$ cat src/rtl/sram_port_pkg.sv
package sram_port_pkg;

  typedef enum logic [2:0] {
    ST_IDLE,
    ST_TURN,
    ST_READ,
    ST_WRITE,
    ST_WREC
  } seqState_t;

  // strobes from sequencer to datapath
  typedef struct packed {
    logic ceN;
    logic weN;
    logic oeN;
    logic doutEn;
    logic load;
    logic capture;
  } pinStrobe_t;

  function automatic int cyclesFor(input int timePs, input int periodPs);
    int c;
    c = (timePs + periodPs - 1) / periodPs;
    return (c < 1) ? 1 : c;
  endfunction

  function automatic int maxOf(input int a, input int b);
    return (a > b) ? a : b;
  endfunction

endpackage

$ cat src/rtl/sram_port_seq.sv
module sram_port_seq
  import sram_port_pkg::*;
#(
  parameter int READ_CYC  = 3,
  parameter int WRITE_CYC = 3,
  parameter int TURN_CYC  = 1
) (
  input  logic       clk,
  input  logic       rstN,
  input  logic       hostValid,
  input  logic       hostWrite,
  output logic       hostReady,
  output pinStrobe_t strobe
);

  localparam int MAX_CYC = maxOf(maxOf(READ_CYC, WRITE_CYC), TURN_CYC);
  localparam int CNT_W   = $clog2(MAX_CYC + 1);

  seqState_t        state, nextState;
  logic [CNT_W-1:0] cnt, nextCnt;
  logic             lastRead;
  logic             accept;

  assign hostReady = (state == ST_IDLE);
  assign accept    = hostValid && hostReady;

  always_comb begin
    nextState = state;
    nextCnt   = cnt;
    case (state)
      ST_IDLE: if (accept) begin
        if (hostWrite && lastRead) begin
          nextState = ST_TURN;
          nextCnt   = CNT_W'(TURN_CYC - 1);
        end else if (hostWrite) begin
          nextState = ST_WRITE;
          nextCnt   = CNT_W'(WRITE_CYC - 1);
        end else begin
          nextState = ST_READ;
          nextCnt   = CNT_W'(READ_CYC - 1);
        end
      end
      ST_TURN: if (cnt == '0) begin
        nextState = ST_WRITE;
        nextCnt   = CNT_W'(WRITE_CYC - 1);
      end else nextCnt = cnt - 1'b1;
      ST_READ: if (cnt == '0) nextState = ST_IDLE;
               else nextCnt = cnt - 1'b1;
      ST_WRITE: if (cnt == '0) nextState = ST_WREC;
                else nextCnt = cnt - 1'b1;
      ST_WREC: nextState = ST_IDLE;
      default: nextState = ST_IDLE;
    endcase
  end

  // pin strobes follow the state being entered, so the datapath registers them glitch-free
  always_comb begin
    strobe.ceN     = !(nextState inside {ST_READ, ST_WRITE, ST_WREC});
    strobe.weN     = (nextState != ST_WRITE);
    strobe.oeN     = (nextState != ST_READ);
    strobe.doutEn  = (nextState inside {ST_WRITE, ST_WREC});
    strobe.load    = accept;
    strobe.capture = (state == ST_READ) && (cnt == '0);
  end

  always_ff @(posedge clk or negedge rstN) begin
    if (!rstN) begin
      state    <= ST_IDLE;
      cnt      <= '0;
      lastRead <= 1'b0;
    end else begin
      state <= nextState;
      cnt   <= nextCnt;
      if (strobe.capture) lastRead <= 1'b1;
      else if (nextState == ST_WRITE) lastRead <= 1'b0;
    end
  end

  // the bus-driving write phase is never entered directly from a read
  p_turn_after_read_r6: assert property (@(posedge clk) disable iff (!rstN)
    (state == ST_READ) |=> (state != ST_WRITE));

  // a request is never taken during an access
  p_busy_no_accept_r7: assert property (@(posedge clk) disable iff (!rstN)
    (state != ST_IDLE) && hostValid |=> (state != ST_READ) || $past(state == ST_READ));

endmodule

$ cat src/rtl/sram_port_dp.sv
module sram_port_dp
  import sram_port_pkg::*;
#(
  parameter int ADDR_W = 15,
  parameter int DATA_W = 8
) (
  input  logic              clk,
  input  logic              rstN,
  input  pinStrobe_t        strobe,
  input  logic [ADDR_W-1:0] hostAddr,
  input  logic [DATA_W-1:0] hostWdata,
  input  logic [DATA_W-1:0] memDin,
  output logic [ADDR_W-1:0] memAddr,
  output logic [DATA_W-1:0] memDout,
  output logic              memCeN,
  output logic              memWeN,
  output logic              memOeN,
  output logic              memDoutEn,
  output logic [DATA_W-1:0] rdData,
  output logic              rdValid
);

  always_ff @(posedge clk or negedge rstN) begin
    if (!rstN) begin
      memCeN    <= 1'b1;
      memWeN    <= 1'b1;
      memOeN    <= 1'b1;
      memDoutEn <= 1'b0;
      rdValid   <= 1'b0;
    end else begin
      memCeN    <= strobe.ceN;
      memWeN    <= strobe.weN;
      memOeN    <= strobe.oeN;
      memDoutEn <= strobe.doutEn;
      rdValid   <= strobe.capture;
    end
  end

  always_ff @(posedge clk or negedge rstN) begin
    if (!rstN) begin
      memAddr <= '0;
      memDout <= '0;
      rdData  <= '0;
    end else begin
      if (strobe.load) begin
        memAddr <= hostAddr;
        memDout <= hostWdata;
      end
      if (strobe.capture) rdData <= memDin;
    end
  end

  // bus drive and memory output enable never overlap
  p_no_contention_r5: assert property (@(posedge clk) disable iff (!rstN)
    memDoutEn |-> memOeN);

  // reads only with chip enabled and write enable high
  p_read_pins_r2: assert property (@(posedge clk) disable iff (!rstN)
    !memOeN |-> !memCeN && memWeN);

  // address held while the chip is selected
  p_addr_stable_r2: assert property (@(posedge clk) disable iff (!rstN)
    !memCeN && $past(!memCeN) |-> $stable(memAddr));

  // write enable low only with chip selected and data driven
  p_write_pins_r4: assert property (@(posedge clk) disable iff (!rstN)
    !memWeN |-> !memCeN && memDoutEn);

  // data and chip enable still held as write enable rises
  p_we_rise_hold_r4: assert property (@(posedge clk) disable iff (!rstN)
    $rose(memWeN) |-> !memCeN && memDoutEn && $stable(memDout));

  // read strobe lasts one cycle
  p_rd_pulse_r3: assert property (@(posedge clk) disable iff (!rstN)
    rdValid |=> !rdValid);

endmodule

$ cat src/rtl/sram_port_ctrl.sv
module sram_port_ctrl
  import sram_port_pkg::*;
#(
  parameter int CLK_PERIOD_PS = 5000,
  parameter int T_ADDR_ACC_PS = 12000,
  parameter int T_OE_ACC_PS   = 6000,
  parameter int T_RD_CYC_PS   = 12000,
  parameter int T_WR_CYC_PS   = 12000,
  parameter int TURN_CYC      = 1,
  parameter int ADDR_W        = 15,
  parameter int DATA_W        = 8
) (
  input  logic              clk,
  input  logic              rstN,
  input  logic              hostValid,
  output logic              hostReady,
  input  logic              hostWrite,
  input  logic [ADDR_W-1:0] hostAddr,
  input  logic [DATA_W-1:0] hostWdata,
  output logic [DATA_W-1:0] rdData,
  output logic              rdValid,
  output logic              memCeN,
  output logic              memWeN,
  output logic              memOeN,
  output logic [ADDR_W-1:0] memAddr,
  output logic [DATA_W-1:0] memDout,
  input  logic [DATA_W-1:0] memDin,
  output logic              memDoutEn
);

  localparam int READ_CYC = maxOf(maxOf(cyclesFor(T_ADDR_ACC_PS, CLK_PERIOD_PS),
                                        cyclesFor(T_OE_ACC_PS, CLK_PERIOD_PS)),
                                  cyclesFor(T_RD_CYC_PS, CLK_PERIOD_PS));
  localparam int WRITE_CYC = cyclesFor(T_WR_CYC_PS, CLK_PERIOD_PS);
  localparam int TURN_LEN  = (TURN_CYC < 1) ? 1 : TURN_CYC;

  pinStrobe_t strobe;

  sram_port_seq #(
    .READ_CYC (READ_CYC),
    .WRITE_CYC(WRITE_CYC),
    .TURN_CYC (TURN_LEN)
  ) uSeq (
    .clk      (clk),
    .rstN     (rstN),
    .hostValid(hostValid),
    .hostWrite(hostWrite),
    .hostReady(hostReady),
    .strobe   (strobe)
  );

  sram_port_dp #(
    .ADDR_W(ADDR_W),
    .DATA_W(DATA_W)
  ) uDp (
    .clk      (clk),
    .rstN     (rstN),
    .strobe   (strobe),
    .hostAddr (hostAddr),
    .hostWdata(hostWdata),
    .memDin   (memDin),
    .memAddr  (memAddr),
    .memDout  (memDout),
    .memCeN   (memCeN),
    .memWeN   (memWeN),
    .memOeN   (memOeN),
    .memDoutEn(memDoutEn),
    .rdData   (rdData),
    .rdValid  (rdValid)
  );

  // whenever a request can be taken the memory is in standby
  p_idle_standby_r1: assert property (@(posedge clk) disable iff (!rstN)
    hostReady |-> memCeN && memWeN && memOeN && !memDoutEn);

endmodule

$ cat config.mk
export PLATFORM = sky130hd
export DESIGN_NAME = sram_port_ctrl
export DESIGN_NICKNAME = d
export VERILOG_FILES = /design/src/rtl/sram_port_pkg.sv /design/src/rtl/sram_port_seq.sv /design/src/rtl/sram_port_dp.sv /design/src/rtl/sram_port_ctrl.sv
export SDC_FILE = /design/constraint.sdc
export NUM_CORES = 1
export LEC_CHECK = 0
export ABC_AREA = 1
export ABC_CLOCK_PERIOD_IN_PS = 1250
export BUFFER_PORTS_ARGS = -buffer_cell sky130_fd_sc_hd__buf_2
export CAP_MARGIN = 10
export CORE_ASPECT_RATIO = 1.25
export CORE_MARGIN = 1
export CORE_UTILIZATION = 40
export CTS_CLUSTER_DIAMETER = 120
export DETAILED_ROUTE_END_ITERATION = 7
export PLACE_DENSITY_LB_ADDON = 0.15
export SYNTH_ARGS = -nofsm -noshare
export SYNTH_HDL_FRONTEND = slang
export SYNTH_SLANG_ARGS = --single-unit
$ cat constraint.sdc
create_clock -name clk -period 1.25 [get_ports clk]
set_input_delay 0.25 -clock clk [delete_from_list [all_inputs] [get_ports clk]]
set_output_delay 0.25 -clock clk [all_outputs]
set_load 0.02 [all_outputs]
# Word level (Yosys, flattened, before mapping)
# Cells that the tools add are included.
# W data, S select, Z words.
dict set report classes {
  addsub 1
  eq_ne 10
  mux 14
  n_reduce_logical 12
}
# cell n
set ops {}
lappend ops {{$mux W3} 5}
lappend ops {{$eq A3 B2 Y1 const B} 4}
lappend ops {{$pmux W3 S4} 1}
lappend ops {{$mux W2} 4}
lappend ops {{$ne A3 B2 Y1 const B} 2}
lappend ops {{$pmux W2 S3} 1}
lappend ops {{$reduce_bool A3 Y1} 2}
lappend ops {{$ne A2 B2 Y1 const B} 2}
lappend ops {{$reduce_bool A2 Y1} 2}
lappend ops {{$eq A3 B1 Y1 const B} 1}
lappend ops {{$eq A3 B3 Y1 const B} 1}
lappend ops {{$logic_and A1 B1 Y1} 3}
lappend ops {{$logic_not A3 Y1} 1}
lappend ops {{$mux W1} 3}
lappend ops {{$reduce_and A3 Y1} 1}
lappend ops {{$logic_not A2 Y1} 1}
lappend ops {{$reduce_or A2 Y1} 1}
lappend ops {{$sub A2 B1 Y2 const B} 1}
lappend ops {{$logic_not A1 Y1} 1}
dict set report word_totals {
  regBits 42
  inputBits 35
}

# Logic depth before layout (Yosys ltp)
# Gate-level depths: netlist of the first run.
dict set report depth {
  ltp_word 7
  depth_mapped 8
  depth_no_buf 8
}

# Cells and area by module
# From an unflattened synthesis of the first run, not the netlist that was laid out.
dict set report unflattened {
  cells_unflattened 187
  area_unflattened_um2 1702.9
}
# module n_inst cells_per_inst area_per_inst_um2
set by_module_without_submodules {}
lappend by_module_without_submodules {sram_port_dp 1 136 1303.8}
lappend by_module_without_submodules {sram_port_seq 1 51 399.1}

# Least setup slack after synthesis of the first run
# Ideal clock, no wire load.
dict set report synth_path {
  kind {reg2reg}
  startpoint {register uSeq.cnt[0]}
  endpoint {register uSeq.lastRead}
  setup_time_ns 0.115
  t_arrival_ns 1.223
  required_time_ns 1.135
  setup_slack_ns -0.088
  stages_incl_launch_ff 9
  cell_sequence {dfrtp_1 -> inv_1 -> ha_1 -> nand2_1 -> nand3_1 -> nand2_2 -> nand2_4 -> nand2_2 -> nand2_2}
}
dict set report synth_via {
  elab_chain_len 5
}
# element line_no
set synth_lines {}
lappend synth_lines {{start: declaration} sram_port_seq.sv:20} ;# logic [CNT_W-1:0] cnt, nextCnt;
lappend synth_lines {{start signal: assignment} sram_port_seq.sv:73} ;# cnt <= nextCnt;
lappend synth_lines {{$logic_not A2 Y1 (*)} {sram_port_seq.sv:43, sram_port_seq.sv:47, sram_port_seq.sv:49}}
lappend synth_lines {{$mux W3, on equally long branches} {sram_port_seq.sv:49, sram_port_seq.sv:43, sram_port_seq.sv:47}}
lappend synth_lines {{$pmux W3 S4 (*)} sram_port_seq.sv:30} ;# case (state)
lappend synth_lines {{net uSeq.nextState[0]} sram_port_seq.sv:19} ;# seqState_t state, nextState;
lappend synth_lines {{$eq A3 B2 Y1 (*)} sram_port_seq.sv:75} ;# else if (nextState == ST_WRITE) lastRead <= 1'b0;
lappend synth_lines {{$reduce_bool A2 Y1 (no source line) (*)} n/a}
lappend synth_lines {{end signal: assignment} sram_port_seq.sv:70} ;# lastRead <= 1'b0;
lappend synth_lines {{end signal: assignment} sram_port_seq.sv:74} ;# if (strobe.capture) lastRead <= 1'b1;
lappend synth_lines {{end signal: assignment} sram_port_seq.sv:75}
lappend synth_lines {{end: declaration} sram_port_seq.sv:21} ;# logic lastRead;
# Mark *: on every way through the listed nets, which the timed path passes. The rest lies on a longest branch.
# A chain may end at the register's enable or synchronous reset.

# Final worst setup path of the first run
dict set report layout_path {
  startpoint {register uSeq.state[1]}
  endpoint {output port hostReady}
}
dict set report layout_via {
  elab_chain_len 1
}
# element line_no
set layout_lines {}
lappend layout_lines {{start: declaration} sram_port_seq.sv:19}
lappend layout_lines {{start signal: assignment} sram_port_seq.sv:72} ;# state <= nextState;
lappend layout_lines {{$logic_not A3 Y1} sram_port_seq.sv:24} ;# assign hostReady = (state == ST_IDLE);
lappend layout_lines {{end: declaration} sram_port_ctrl.sv:16} ;# output logic hostReady,
# No other way between the ends.

==> out/qor.yml, run 1 <==
max_slew_margin_pct: 79.6
min_period_over_period_pct: 105
remaining_drc_errors: 0
min_period_ps: 1310
async_flop_share_pct: 100
ff_latch_area_um2: 1060
dr.first_iter.drc_count: 94
power_density_nw_per_um2: 2900
rsz0062_at_grt: "yes"
die_h_um: 76.4
ys_top_cells_by_area: "dfrtp_1 (55%), nand2_1 (16%), nand3_1 (6.8%), dfstp_2 (4.4%), nand2_2 (2.8%)"
skew_ps: 8.32
grt.overflow.total: 0
pre_cts_slack_ps: -25.5
stdcell_count: 335
placed_area_um2: 2230
synth_nets: 224
layout-drive-gt1-share_pct: 45.9
vias: 1570
ff2ff_path_depth: 7
dp.cells: 318
wl_per_cell_um: 12.2
cts_root_buf: "clkbuf_8"
synth_edf_count: 0
die_area_um2: 4700
hold_depth: 3
synthToLayoutAreaGrowth_pct: 38.8
io_buffers: 71
maxCapViolCount: 0
synth_top_cell_by_area: "dfrtp_1"
viasPerCell: 4.69
htree_levels: 2
cts_sinks: 42
detail-route-antenna-nets: 0
grt_pass1_vias: 1412
cp.required_ps: 1000
first_pass_iters: 4
synthCells: 187
chipWidth_um: 61.5
synth_cell_types: 26
power.leakage_nw: 1.38
core_area_um2: 4160
yosysWarnings: 0
syn_area_um2: 1770
rr_endpoint: "uSeq.lastRead"
worstSetupPathType: "register to output pin"
ys.flop_type: "dfrtp_1"
numCtsBuffers: 5
antenna_found_initial: 0
start_util_pct: 42.5
violations: "negative setup slack"
gp_congestion: 0.790
worstHoldStart: "memDin[4]"
clk_path_buf_depth: 2
nets: 315
worst_path_max_delay_cell: "dfrtp_1"
multi_input_area_um2: 668
tns_ps: -89.0
slowest_delay_ps: 400
slew_viol_final: 0
final_hold_viol_count: 0
min-delay-path-class: "primary input to register"
synth.top_cell.area_share_pct: 55.1
tightest_slew_ps: 306
yosysMostFrequentCell: "nand2_1"
cts_tree: "done"
place_hpwl_mm: 2.85
rows: 26
worstReg2RegStart: "uSeq.state[0]"
antenna_cells: 0
max_clock_freq_mhz: 762
whs_endpoint: "uDp.rdData[4]"
setup_viol: 3
yosys-top-cells-count: "nand2_1 (75), dfrtp_1 (39), nand3_1 (24)"
clk_latency_ps: 300
r2r_slack_ps: -20
cp-end-kind: "output pin"
cp_data_arrival_time_ps: 1060
yosysSeqAreaShare_pct: 59.5
cp_cell_sequence: "inv_2 -> nand2_4 -> nor2_4 -> buf_6"
synth_area_per_cell_um2: 9.47
pin_count: 72
final_cell_area_um2: 2460
finalWirelength_mm: 4.07
status: "finished with violations"
worst_slack_ps: -62.5
grt_pass1_wl_mm: 6.26
clk_pin_slew_ps: 80
critPathLaunchType: "register"
fillers: 411
crit_fanout: 2
ir_drop_mv: 1.65
ys_ff_latch: 42
grt_use_total_pct: 17.9
grt_max_degree: 25
-- registers in the layout, indices dropped and copies added (netlist names) --
signal         count
uDp.memAddr       15
uDp.memDout        8
uDp.rdData         8
uSeq.state         3
uSeq.cnt           2
uDp.memCeN         1
uDp.memDoutEn      1
uDp.memOeN         1
uDp.memWeN         1
uDp.rdValid        1
uSeq.lastRead      1
-- cell type report --
cell class,count,share of cell area [%]
Clock inverter,3,1.83
Inverter,8,1.32
Timing Repair Buffer,91,21.1
Multi-Input combinational cell,130,27.2
Clock buffer,5,2.80
Sequential cell,42,43.0
Tap cell,56,2.85
-- worst max path at each step --
stage,slack [ps],cells after the start,startpoint,endpoint
after global placement,-10,8,uSeq.cnt[1],uSeq.lastRead
after CTS,-90,4,uSeq.state[0],hostReady
after detailed placement,-30,7,uSeq.cnt[0],uDp.memDoutEn
after floorplan,3,7,uSeq.cnt[0],uDp.memDoutEn
after global routing,-130,7,uSeq.state[0],uSeq.lastRead
final,-60,4,uSeq.state[1],hostReady
-- metal layers --
| metal | up-vias | wire length (µm) | GRT usage (%) |
|---|---|---|---|
| met4 | 0 | 52 | 6.44 |
| li1 | 779 | - | - |
| met2 | 44 | 2150 | 30.9 |
| met3 | 7 | 216 | 4.75 |
| met1 | 740 | 1660 | 20.3 |
| met5 | - | 0 | 0 |
-- layout by cell type, fill, tap and decap left out, types with 3 or more instances in the layout --
master | netlist | final
clkbuf_8 | 0 | 5
nand4_1 | 3 | 3
o21ai_1 | 4 | 5
nand2_1 | 75 | 74
buf_4 | 2 | 18
buf_2 | 1 | 70
nand2_2 | 8 | 7
dfrtp_1 | 39 | 37
nand3_1 | 24 | 23
dfstp_2 | 3 | 3
nand2_4 | 2 | 3
inv_2 | 3 | 6
-- cell families after synthesis --
logic type               count (synthesis)  share of synthesized area, %
AO/OA/AOI/OAI                            8                          2.40
adder cells (fa/ha/maj)                  2                          1.41
AND/OR/NAND/NOR                        120                          31.6
buffers and inverters                   15                          5.08
flip-flops                              42                          59.5
-- power breakdown --
part	switching, mW	internal (mW)
logic	2.26	1.44
clock network	0.485	0.594
registers	0.319	2.04
total	3.06	4.07
-- repair_timing --
action                                  4_1_cts  5_1_grt
gates resized for setup                       6        9
endpoints found under the hold margin        39        0
setup buffers                                 5        3
endpoints found under the setup margin        6       37
hold buffers                                  1        0
pin swaps                                     3        2
-- critical path, delay by kind of cell (launching register included) --
family	cells	cell delay, ps
flops	1	400
buf+inv	2	220
simple gates	2	160
-- through the flow --
| stage | utilization, % | power [mW] | hold slack [ps] |
|---|---|---|---|
| after global routing | 59.1 | 7.69 | 148 |
| after floorplan | - | 4.60 | -45.6 |
| final | 59.1 | 7.14 | 151 |
| after detailed placement | 53.5 | 5.69 | 235 |
| after global placement | 53.5 | 5.66 | 234 |
| after CTS | 57.7 | 7.00 | 141 |
(Power assumes the default switching activity.)
==> inputs of run 2 (changes only) <==
--- a/config.mk
+++ b/config.mk
@@ -15,6 +15,7 @@
 export CTS_CLUSTER_DIAMETER = 120
 export DETAILED_ROUTE_END_ITERATION = 7
 export PLACE_DENSITY_LB_ADDON = 0.15
+export SETUP_SLACK_MARGIN = 0.1
 export SYNTH_ARGS = -nofsm -noshare
 export SYNTH_HDL_FRONTEND = slang
 export SYNTH_SLANG_ARGS = --single-unit
==> out/qor.yml, run 2 (synthesis gave the netlist of run 1 again) <==
status: "finished with violations"
violations: "negative setup slack"
holdWs_ps: 159  # +7.28 ps
tightest_slew_ps: 300  # -6.56 ps
grt_use_total_pct: 18.7  # +0.79 points
use_met2_pct: 32.4  # +1.5 points
vias: 1627  # +3.6%
nets: 320  # +1.6%
cp_cell_sequence: "nor2_4 -> buf_6"
io_buffers: 71  # unchanged
core_area_um2: 4160  # unchanged
registers.top_by_ff_count: "uDp.memAddr"
min-delay-path-class: "primary input to register"
detail-route-antenna-nets: 0  # unchanged
critPathLaunchType: "register"
antenna_found_initial: 0  # unchanged
largest_reg_flops: 15  # unchanged
htree_levels: 2  # unchanged
worst_slack_ps: -50.2  # +12.4 ps
max_slew_margin_pct: 80.0  # +0.44 points
worst_path_max_delay_cell: "dfrtp_2"
place_hpwl_mm: 2.78  # -2.6%
chipWidth_um: 61.5  # unchanged
ir_drop_mv: 1.14  # -30%
path_buf_inv: 1  # -1
antenna_cells: 0  # unchanged
grt_pass1_vias: 1495  # +5.9%
min_period_over_period_pct: 104  # -0.99 points
multi_input_area_um2: 728  # +9.0%
skew_ps: 7.83  # -0.491 ps
pin_count: 72  # unchanged
pre_cts_slack_ps: 1.72  # +27.3 ps
power_density_nw_per_um2: 2900  # -0.21%
rows: 26  # unchanged
crit_fanout: 6  # +4
grt.overflow.total: 0  # unchanged
max_clock_freq_mhz: 769  # +0.95%
numCtsBuffers: 5  # unchanged
power.leakage_nw: 1.45  # +5.4%
cp_data_arrival_time_ps: 1050  # about the same
viasPerCell: 4.79  # +2.1%
setup_viol: 7  # +4
first_pass_iters: 4  # unchanged
largest_registers: "uDp.memAddr x15, uDp.memDout x8, uDp.rdData x8"
final_common_cell: "nand2_1"
critPathTopFamily: "flip-flops"
die_h_um: 76.4  # unchanged
worstSetupPathType: "register to output pin"
layout-drive-gt1-share_pct: 48.2  # +2.4 points
wl_per_cell_um: 12.2  # +0.25%
final_hold_viol_count: 0  # unchanged
cts_tree: "done"
placed_area_um2: 2260  # +1.6%
slew_viol_final: 0  # unchanged
dr.first_iter.drc_count: 153  # +63%
layout_common_cells: "nand2_1 (71), buf_2 (67), dfrtp_1 (37)"
grt_busiest_layer: "met2"
cts_root_buf: "clkbuf_8"
grt_max_degree: 32  # +28%
fillers: 384  # -6.6%
cts_sinks: 42  # unchanged
remaining_drc_errors: 0  # unchanged
gp_congestion: 0.811  # +2.6%
clk_path_buf_depth: 2  # unchanged
clk_pin_slew_ps: 70  # about the same
maxCapViolCount: 0  # unchanged
rsz0062_at_grt: "yes"
use_met1_pct: 20.4  # +0.13 points
min_period_ps: 1300  # -12.4 ps
synthToLayoutAreaGrowth_pct: 48.9
start_util_pct: 42.5  # unchanged
tns_ps: -101  # -11.7 ps
clk_latency_ps: 290  # about the same
grt_util_met3_pct: 5.09  # +0.34 points
final_cell_area_um2: 2640  # +7.2%
cp.required_ps: 1000  # about the same
slowest_delay_ps: 480  # +80 ps
cp-end-kind: "output pin"
finalWirelength_mm: 4.14  # +1.7%
ff_latch_area_um2: 1060  # unchanged
grt_pass1_wl_mm: 6.61  # +5.6%
die_area_um2: 4700  # unchanged
## run 2: changes by cell type in the layout (fill, tap and decap cells not counted), moves of 3 or more
cell / delta
buf_2: -3
buf_4: -5
nand2_4: +3
buf_6: +4
nand2_1: -3
buf_12: +4
## run 2: per-stage QoR
stage                     power (mW)  std cells  utilization (%)
after floorplan                 4.69        187                -
after global placement          5.72        317             54.3
after detailed placement        5.77        317             54.3
after CTS                       7.14        334             59.9
after global routing            8.23        340             63.3
final                           7.64        340             63.3
## run 2: metal layers
layer,vias to the layer above,share of wire (%)
met5,-,0
li1,790,-
met1,774,40
met4,0,2.2
met2,53,53
met3,10,5.3
## run 2: area by class of cell
class,instances,share of cell area [%]
Sequential cell,42,40.1
Multi-Input combinational cell,132,27.6
Timing Repair Buffer,94,24.9
Clock buffer,7,3.27
Tap cell,56,2.66
Inverter,8,1.33
Clock inverter,1,0.190
## run 2: path summary, 6_finish.rpt
kind / start / cells past startpoint / end / slack [ps]
max: uSeq.state[2] / 2 / hostReady / -50
min: memDin[1] / 3 / uDp.rdData[1] / 160
max reg2reg: uSeq.state[2] / 6 / uDp.memAddr[5] / -30
min reg2reg: uDp.memDout[5] / 2 / uDp.memDout[5] / 470
max in group asynchronous: rstN / 3 / uDp.rdData[1] / 420
min in group asynchronous: rstN / 2 / uDp.memAddr[13] / 370
## run 2: tightest hold or removal path: cells and delay by family
| family | cells | cell delay (ps) |
|---|---|---|
| and+or+nand+nor | 2 | 90 |
| buffers and inverters | 1 | 70 |
## run 2: where the power goes
part           leakage (nW)  total, mW  internal, mW  switching (mW)
Sequential            0.514       2.37          2.04           0.331
Combinational         0.889       4.39          1.91            2.48
Clock                0.0482      0.879         0.445           0.434
Total                  1.45       7.64          4.39            3.24
## run 2: what timing repair did
action / CTS / global route
cloned: 0 / 4
pin swaps: 7 / 10
resized for setup: 22 / 13
setup buffers: 8 / 2
hold buffers: 1 / 0
endpoints found under the setup margin: 40 / 43
hold endpoints to repair: 8 / 0
